===== src/rtl/gdbf_pkg.sv =====
// Shared types for the GPIO debounce filter.
// Assumes a 4-bit step count; the mode encoding is fixed by the register layout.
package gdbf_pkg;
    localparam int CNT_W = 4;

    typedef enum logic [1:0] {
        MODE_OFF       = 2'd0,
        MODE_KEEP_LOW  = 2'd1,
        MODE_KEEP_HIGH = 2'd2,
        MODE_FILTER    = 2'd3
    } flt_mode_e;

    typedef struct packed {
        flt_mode_e         mode;
        logic [CNT_W-1:0]  count;
        logic              unit_sel;
        logic              long_range;
    } flt_cfg_t;
endpackage


===== src/rtl/gdbf_sync.sv =====
// Multi-flop synchronizer for the asynchronous pad level.
// Assumes STAGES >= 1; each stage is a plain flop that resets to 0.
module gdbf_sync #(
    parameter int STAGES = 2
) (
    input  logic clk,
    input  logic rst_n,
    input  logic d,
    output logic q
);
    logic [STAGES-1:0] stg;

    for (genvar i = 0; i < STAGES; i++) begin : g_stage
        if (i == 0) begin : g_first
            // Capture the raw level in the first stage.
            always_ff @(posedge clk) begin
                if (!rst_n) stg[0] <= 1'b0;
                else        stg[0] <= d;
            end
        end else begin : g_next
            // Shift the level one stage further.
            always_ff @(posedge clk) begin
                if (!rst_n) stg[i] <= 1'b0;
                else        stg[i] <= stg[i-1];
            end
        end
    end

    assign q = stg[STAGES-1];
endmodule


===== src/rtl/gdbf_prescale.sv =====
// Step generator: divides rtc ticks by 2^EXP_x, chosen by {long_range, unit_sel}.
// Runs only while a transition is pending (run high); otherwise its phase is cleared,
// so a window always starts on a full step. Assumes EXP_D is the largest exponent.
module gdbf_prescale #(
    parameter int EXP_A = 1,
    parameter int EXP_B = 3,
    parameter int EXP_C = 9,
    parameter int EXP_D = 11
) (
    input  logic clk,
    input  logic rst_n,
    input  logic tick,
    input  logic run,
    input  logic unit_sel,
    input  logic long_range,
    output logic step
);
    localparam int PW_AB = (EXP_A > EXP_B) ? EXP_A : EXP_B;
    localparam int PW_CD = (EXP_C > EXP_D) ? EXP_C : EXP_D;
    localparam int PW    = (PW_AB > PW_CD) ? PW_AB : PW_CD;
    localparam logic [PW-1:0] LAST_A = PW'((1 << EXP_A) - 1);
    localparam logic [PW-1:0] LAST_B = PW'((1 << EXP_B) - 1);
    localparam logic [PW-1:0] LAST_C = PW'((1 << EXP_C) - 1);
    localparam logic [PW-1:0] LAST_D = PW'((1 << EXP_D) - 1);

    logic [PW-1:0] phase;
    logic [PW-1:0] last;

    // Pick the terminal phase for the selected timebase.
    always_comb begin
        case ({long_range, unit_sel})
            2'b00:   last = LAST_A;
            2'b01:   last = LAST_B;
            2'b10:   last = LAST_C;
            default: last = LAST_D;
        endcase
    end

    assign step = run && tick && (phase == last);

    // Advance the phase on each tick while running; wrap at the terminal value.
    always_ff @(posedge clk) begin
        if (!rst_n)         phase <= '0;
        else if (!run)      phase <= '0;
        else if (tick)      phase <= (phase == last) ? '0 : phase + 1'b1;
    end

    // the phase never passes the terminal value of the current timebase.
    p_phase_in_range_r2: assert property (@(posedge clk) disable iff (!rst_n)
        run |-> (phase <= last));

    // steps are at least two cycles apart, since every timebase is 2 ticks or more.
    p_step_spacing_r2: assert property (@(posedge clk) disable iff (!rst_n)
        (step && (last != '0)) |=> !step);
endmodule


===== src/rtl/gdbf_core.sv =====
// Filter state machine: holds the accepted level and counts steps of a pending change.
// Assumes reload is raised for one cycle whenever mode or count change, so the
// count register never has to cope with a shrinking limit.
module gdbf_core
    import gdbf_pkg::*;
(
    input  logic             clk,
    input  logic             rst_n,
    input  logic             lvl,
    input  flt_mode_e        mode,
    input  logic [CNT_W-1:0] count,
    input  logic             step,
    input  logic             reload,
    output logic             q,
    output logic             hold_req
);
    logic [CNT_W-1:0] cnt;
    logic [CNT_W-1:0] cnt_last;
    logic             pending;
    logic             fast_pass;

    // Decode the window length and which transitions skip the filter.
    always_comb begin
        cnt_last  = (count == '0) ? '0 : count - 1'b1;
        pending   = (lvl != q);
        fast_pass = ((mode == MODE_KEEP_LOW)  && !lvl) ||
                    ((mode == MODE_KEEP_HIGH) &&  lvl);
        hold_req  = pending && (mode != MODE_OFF) && !fast_pass;
    end

    // Update the accepted level and the step count.
    always_ff @(posedge clk) begin
        if (!rst_n) begin
            q   <= 1'b0;
            cnt <= '0;
        end else if (reload || (mode == MODE_OFF)) begin
            q   <= lvl;
            cnt <= '0;
        end else if (!pending) begin
            cnt <= '0;
        end else if (fast_pass) begin
            q   <= lvl;
            cnt <= '0;
        end else if (step) begin
            if (cnt == cnt_last) begin
                q   <= lvl;
                cnt <= '0;
            end else begin
                cnt <= cnt + 1'b1;
            end
        end
    end

    // bypass copies the synchronized level one edge later.
    p_bypass_follow_r1: assert property (@(posedge clk) disable iff (!rst_n)
        ((mode == MODE_OFF) && !reload) |=> (q == $past(lvl)));

    // in filter-both mode the level moves only on a step or a reload.
    p_filter_hold_r3: assert property (@(posedge clk) disable iff (!rst_n)
        ((mode == MODE_FILTER) && !step && !reload) |=> $stable(q));

    // a falling level passes at once in keep-low mode.
    p_fast_fall_r4: assert property (@(posedge clk) disable iff (!rst_n)
        ((mode == MODE_KEEP_LOW) && !lvl && q && !reload) |=> !q);

    // a rising level passes at once in keep-high mode.
    p_fast_rise_r5: assert property (@(posedge clk) disable iff (!rst_n)
        ((mode == MODE_KEEP_HIGH) && lvl && !q && !reload) |=> q);

    // the count stays inside the window (count 0 allows only one step).
    p_cnt_in_window_r6: assert property (@(posedge clk) disable iff (!rst_n)
        !reload |-> (cnt <= cnt_last));
endmodule


===== src/rtl/gpio_debounce_filter.sv =====
// Top of the GPIO debounce filter: synchronizer, configuration select with the
// fixed-setting override, change detection, step prescaler and filter core.
// Assumes the configuration inputs are quasi-static and in the clk domain.
module gpio_debounce_filter
    import gdbf_pkg::*;
#(
    parameter int SYNC_STAGES = 2,
    parameter int EXP_A       = 1,
    parameter int EXP_B       = 3,
    parameter int EXP_C       = 9,
    parameter int EXP_D       = 11,
    parameter bit FIXED_EN    = 1'b1,
    parameter int FIXED_MODE  = 3,
    parameter int FIXED_COUNT = 3,
    parameter bit FIXED_UNIT  = 1'b0,
    parameter bit FIXED_LONG  = 1'b0
) (
    input  logic       clk,
    input  logic       rst_n,
    input  logic       rtc_tick,
    input  logic       pad_raw,
    input  logic [1:0] mode_sel,
    input  logic [3:0] step_count,
    input  logic       unit_sel,
    input  logic       long_range,
    input  logic       force_fixed,
    output logic       level_out
);
    localparam flt_cfg_t FIX_CFG = '{
        mode:       flt_mode_e'(2'(FIXED_MODE)),
        count:      CNT_W'(FIXED_COUNT),
        unit_sel:   FIXED_UNIT,
        long_range: FIXED_LONG
    };

    logic     lvl_sync;
    flt_cfg_t pin_cfg;
    flt_cfg_t eff_cfg;
    flt_cfg_t prev_cfg;
    logic     reload;
    logic     hold_req;
    logic     step;

    gdbf_sync #(.STAGES(SYNC_STAGES)) u_sync (
        .clk   (clk),
        .rst_n (rst_n),
        .d     (pad_raw),
        .q     (lvl_sync)
    );

    // Choose the per-pin or built-in settings and flag any change of them.
    always_comb begin
        pin_cfg = '{
            mode:       flt_mode_e'(mode_sel),
            count:      step_count,
            unit_sel:   unit_sel,
            long_range: long_range
        };
        eff_cfg = (FIXED_EN && force_fixed) ? FIX_CFG : pin_cfg;
        reload  = (eff_cfg != prev_cfg);
    end

    // Remember the settings in force to detect the next change.
    always_ff @(posedge clk) begin
        if (!rst_n) prev_cfg <= '0;
        else        prev_cfg <= eff_cfg;
    end

    gdbf_prescale #(
        .EXP_A (EXP_A),
        .EXP_B (EXP_B),
        .EXP_C (EXP_C),
        .EXP_D (EXP_D)
    ) u_prescale (
        .clk        (clk),
        .rst_n      (rst_n),
        .tick       (rtc_tick),
        .run        (hold_req && !reload),
        .unit_sel   (eff_cfg.unit_sel),
        .long_range (eff_cfg.long_range),
        .step       (step)
    );

    gdbf_core u_core (
        .clk      (clk),
        .rst_n    (rst_n),
        .lvl      (lvl_sync),
        .mode     (eff_cfg.mode),
        .count    (eff_cfg.count),
        .step     (step),
        .reload   (reload),
        .q        (level_out),
        .hold_req (hold_req)
    );

    // a settings change loads the synchronized level on the next edge.
    p_reload_loads_r7: assert property (@(posedge clk) disable iff (!rst_n)
        reload |=> (level_out == $past(lvl_sync)));

    // without a tick no step can be produced.
    p_no_tick_no_step_r9: assert property (@(posedge clk) disable iff (!rst_n)
        !rtc_tick |-> !step);
endmodule


===== config.mk =====
export PLATFORM = sky130hd
export DESIGN_NAME = gpio_debounce_filter
export DESIGN_NICKNAME = d
export VERILOG_FILES = /design/src/rtl/gdbf_pkg.sv /design/src/rtl/gdbf_sync.sv /design/src/rtl/gdbf_prescale.sv /design/src/rtl/gdbf_core.sv /design/src/rtl/gpio_debounce_filter.sv
export SDC_FILE = /design/constraint.sdc
export NUM_CORES = 1
export LEC_CHECK = 0
export BUFFER_PORTS_ARGS = -buffer_cell sky130_fd_sc_hd__buf_4
export CAP_MARGIN = 20
export CORE_AREA = 4 4 68 70
export CTS_BUF_LIST = sky130_fd_sc_hd__clkbuf_16
export CTS_CLUSTER_DIAMETER = 100
export CTS_CLUSTER_SIZE = 12
export DETAILED_ROUTE_END_ITERATION = 12
export DIE_AREA = 0 0 72 74
export GPL_TIMING_DRIVEN = 0
export PLACE_DENSITY = 0.57
export REMOVE_ABC_BUFFERS = 1
export SYNTH_ARGS = -nofsm -noshare
export SYNTH_HDL_FRONTEND = slang
export SYNTH_HIERARCHICAL = 1
export SYNTH_SLANG_ARGS = --single-unit

===== constraint.sdc =====
create_clock -name clk -period 2.7 [get_ports clk]
set_input_delay 0.54 -clock clk [delete_from_list [all_inputs] [get_ports clk]]
set_output_delay 0.54 -clock clk [all_outputs]
set_load 0.01 [all_outputs]

==> Yosys cells after proc, flatten, opt, wreduce, memory -nomap -nowiden <==
Index checks and enable logic that the tools add are counted.
{ "op_classes": {"add_sub_neg": 3, "mul": 0, "div": 0, "order_cmp": 0, "eq_ne": 8, "shift": 0, "n_mux": 10, "n_bitwise": 2, "n_reduce_logical": 22} }
{ "op_table": {"columns": ["operator", "n"], "rows": [
  ["one-hot mux 11 bit (3 select lines)", 1],
  ["adder 11 x 1 -> 11 bit, second input constant", 1],
  ["equality test 11 bit", 1],
  ["2-to-1 mux 11 bit", 1],
  ["2-to-1 mux 4 bit", 2],
  ["2-to-1 mux 8 bit", 1],
  ["inequality test 8 bit", 1],
  ["logical AND 1 bit", 7],
  ["nonzero test 3 bit", 2],
  ["2-to-1 mux 1 bit", 5],
  ["adder 4 x 1 -> 4 bit, second input constant", 1],
  ["equality test 2 x 1 -> 1 bit, second input constant", 2],
  ["equality test 2 bit, second input constant", 2],
  ["equality test 4 bit", 1],
  ["logical NOT 2 bit", 2],
  ["logical NOT 4 bit", 1],
  ["nonzero test 2 bit", 2],
  ["OR reduction 4 bit", 1],
  ["subtractor 4 x 1 -> 4 bit, second input constant", 1],
  ["logical NOT 1 bit", 3],
  ["AND reduction 3 bit", 1],
  ["logical OR 1 bit", 2],
  ["NOT 1 bit", 2],
  ["AND reduction 2 bit", 1],
  ["inequality test 1 bit", 1]
]} }
{ "word_totals": {"regBits": 26, "latchBits": 0, "ram_bits": 0, "mem_bits_ro": 0, "wordCells": 54, "mem_count": 0} }

==> Longest topological paths before layout <==
{ "logic_depth": {"depth_word": 13, "ltp_mapped": 11, "mapped_depth_nobuf": 9} }

==> Cells and area by module <==
The synthesis kept the hierarchy.
{ "by_module_without_submodules": {"columns": ["module", "instances", "cells_per_inst", "area_each_um2", "seq_area_each_um2"], "rows": [
  ["gdbf_prescale", 1, 70, 596.8, 220.2],
  ["gpio_debounce_filter", 1, 56, 480.5, 160.2],
  ["gdbf_core", 1, 58, 450.4, 100.1],
  ["gdbf_sync", 1, 4, 52.6, 40.0]
]} }

==> Least setup slack after synthesis <==
No wires, ideal clock.
{ "synth_timing": {"kind": "in2reg", "start": "input force_fixed", "end": "register u_core.q", "setup_time_ns": 0.072, "t_arrival_ns": 2.438, "path_slack_ns": 0.190, "stages": 10, "path_cell_list": "clkbuf_2 > nor2b_1 > or3b_2 > a21oi_1 > o2111a_1 > buf_6 > and2_1 > inv_1 > o31ai_2 > mux2i_1"} }
{ "synth_lines": {"columns": ["element", "line", "text"], "rows": [
  ["start, declared", "gpio_debounce_filter.sv:26", "input logic force_fixed,"],
  ["end signal, assigned", "gdbf_core.sv:37", "q <= lvl;"],
  ["end signal, assigned", "gdbf_core.sv:42", "q <= lvl;"],
  ["end signal, assigned", "gdbf_core.sv:46", "q <= lvl;"],
  ["end, declared", "gdbf_core.sv:14", "output logic q,"]
]} }

==> out/qor.yml <==
worstSetupPathType: "in2reg"
crit_required_ps: 2890
drtIter0Drc: 79
syn_avg_cell_area_sq_um: 8.41
gp_congestion: 0.791
async_reset_ff_frac: 0
synth_area_leaders: "dfxtp_1 (33%), nand2_1 (5.2%), and2_1 (5.1%)"
use_met1: 0.171
final_max_slew_viol_count: 0
syn_inst: 188
vias: 1420
worstSetupStartpointType: "input pin"
wl_per_cell_um: 13.3
cts_inserted_buffers: 3
antenna_cells: 0
core_area_sq_um: 3970
r2r_start: "u_prescale/phase[4]$_SDFFE_PN0P_"
fillers: 392
nNetsFinal: 218
min_from: "u_sync/stg[0]$_SDFF_PN0_"
hold_class: "reg2reg"
cts_tree: "yes"
netlist_area_sq_um: 1580
yosysSeqAreaShare: 0.329
synth_top_area_frac: 0.329
status: "finished clean"
rsz0062_at_grt: "no"
peakVddDrop_mv: 0.277
grt_use_met2: 0.219
p_per_area_nw_per_um2: 459
yosys.area_share.simple: 0.345
port_buffers: 13
setup_slack_ps: 248
synth_top_cell_by_area: "dfxtp_1"
die_area_sq_um: 5330
synth-compound-area-share: 0.176
most-common-layout-cells: "dfxtp_1 (26), nand2_1 (22), buf_4 (15)"
worst_ep_arrival_time_ps: 2640
final.min_clock_period_ps: 2450
crit_fanout: 17
worst_skew_pair.late_latency_ps: 260
ios: 14
ant_nets: 0
drv_cap: 0
synth_warnings: 6
start_util: 0.398
period_share: 0.908
clk_pin_slew_ps: 60
grt-busiest-layer: "met2"
grt_pass1_wl_mm: 5.67
area_delta_synth_final_pct: 13.6
synthFlopType: "dfxtp_1"
grt.total_usage: 0.132
power_uw: 824
synth-edff-count: 0
antenna_found_initial: 0
max_freq_mhz: 408
rows: 23
drc: 0
cts_sinks: 26
grtUsageMet3: 0.0270
synth-adder-area-share: 0.0158
gr-total-overflow: 0
grt_pass1_vias: 1272
fp.dieH_um: 74
synth.distinct_cells: 49
tightest_slew_ps: 420
viasPerCell: 5.63
fin_skew_ps: 5.78
grt_max_degree: 18
wl_mm: 3.35
firstDrtPassIters: 4
dp_slack_ps: -177
ys_ff_latch: 26
htree_levels: 1
hold_ws_ps: 436
power_leakage_uw: 0.000631
drive_gt1_frac: 0.153
muxShareOfSynthArea: 0.0190
hpwl_mm: 2.49
finalHoldViolations: 0
startpoint: "force_fixed"
setup_viol: 0
synthXorXnorAreaFrac: 0.0831
mostFrequentLayoutCell: "dfxtp_1"
end_kind: "register"
synth_top_family_by_area: "simple AND/OR/NAND/NOR gates"
die_w_um: 72
clockRootBuffer: "clkbuf_16"
relSlewSlack: 0.719
cts_buffer_depth: 2
worst paths after layout:
check                          end  slack [ps]  cells after the start
max          u_core/q$_SDFFE_PN0P_         250                      9
min            u_sync/q$_SDFF_PN0_         440                      1
max reg2reg  u_core/q$_SDFFE_PN0P_         430                      7
min reg2reg    u_sync/q$_SDFF_PN0_         440                      1
logic make-up (layout without fill, tap and decap cells):
family,count (synthesis),after routing
compound gates,36,36
xor+xnor,15,15
fa+ha+maj,2,2
buf+inv,7,21
flops,26,26
mux,3,3
simple gates,99,99
stage by stage:
step	setup TNS, ps	instances	cell area (sq um)	util
final	0	252	1800	0.452
after global routing	0	252	1800	0.452
after CTS	0	250	1780	0.447
after detailed placement	-387	246	1700	0.428
after global placement	-196	246	1700	0.428
after floorplan	0	183	1540	-
metal layers:
layer	vias to the layer above	share of wire
met5	-	0
met4	0	0.013
met3	4	0.026
met2	16	0.49
met1	691	0.47
li1	709	-
worst max-delay path: stages:
cell and delay [ps]:
buf_4 170, nor2b_1 230, or3b_2 470, a21oi_1 150
o2111a_2 260, and2_1 190, inv_1 140, o31ai_2 300
mux2i_1 200
power breakdown:
part	total [uW]	internal (uW)	switching, uW	leakage (uW)
Sequential	399	392	7.26	0.000212
Combinational	90.4	43.3	47.1	0.000381
Clock	334	198	136	0.0000385
Total	824	633	190	0.000631
Yosys cell counts (2+ instances only):
master   number
nor2b_1       7
o22ai_1       4
xnor2_1       7
o21a_1        2
nand3_1       6
nor3_1       13
ha_1          2
or3_1         4
nand2_1      22
or4_1         3
a21oi_1      10
o31ai_1       3
buf_6         3
or2_2         2
xor2_1        8
o21ai_0       5
mux2i_1       3
and3_1        2
nor2_1       10
nand4_1       4
inv_1         2
dfxtp_1      26
and2_1       13
or2_1         2
sequential cells by signal (all words and copies together), names as in the netlist:
signal	cells
prev_cfg	8
u_sync/stg	1
u_sync/q	1
u_prescale/phase	11
u_core/q	1
u_core/cnt	4
what timing repair did:
item / 4_1_cts / 5_1_grt
gates resized for setup: 0 / 2
hold buffers: 0 / 0
buffers inserted: 0 / 2
endpoints found under the setup margin: 0 / 2
layout make-up:
class | count | area, sq um | share of cell area
clock inverters | 1 | 3.75 | 0.00209
flip-flops and latches | 26 | 520 | 0.290
inverters | 2 | 7.51 | 0.00418
multi-input cells | 155 | 1010 | 0.564
well taps | 50 | 62.6 | 0.0348
repair buffers | 15 | 113 | 0.0627
clock buffers | 3 | 75.1 | 0.0418
Note: power is estimated with default switching activity, not from simulation.
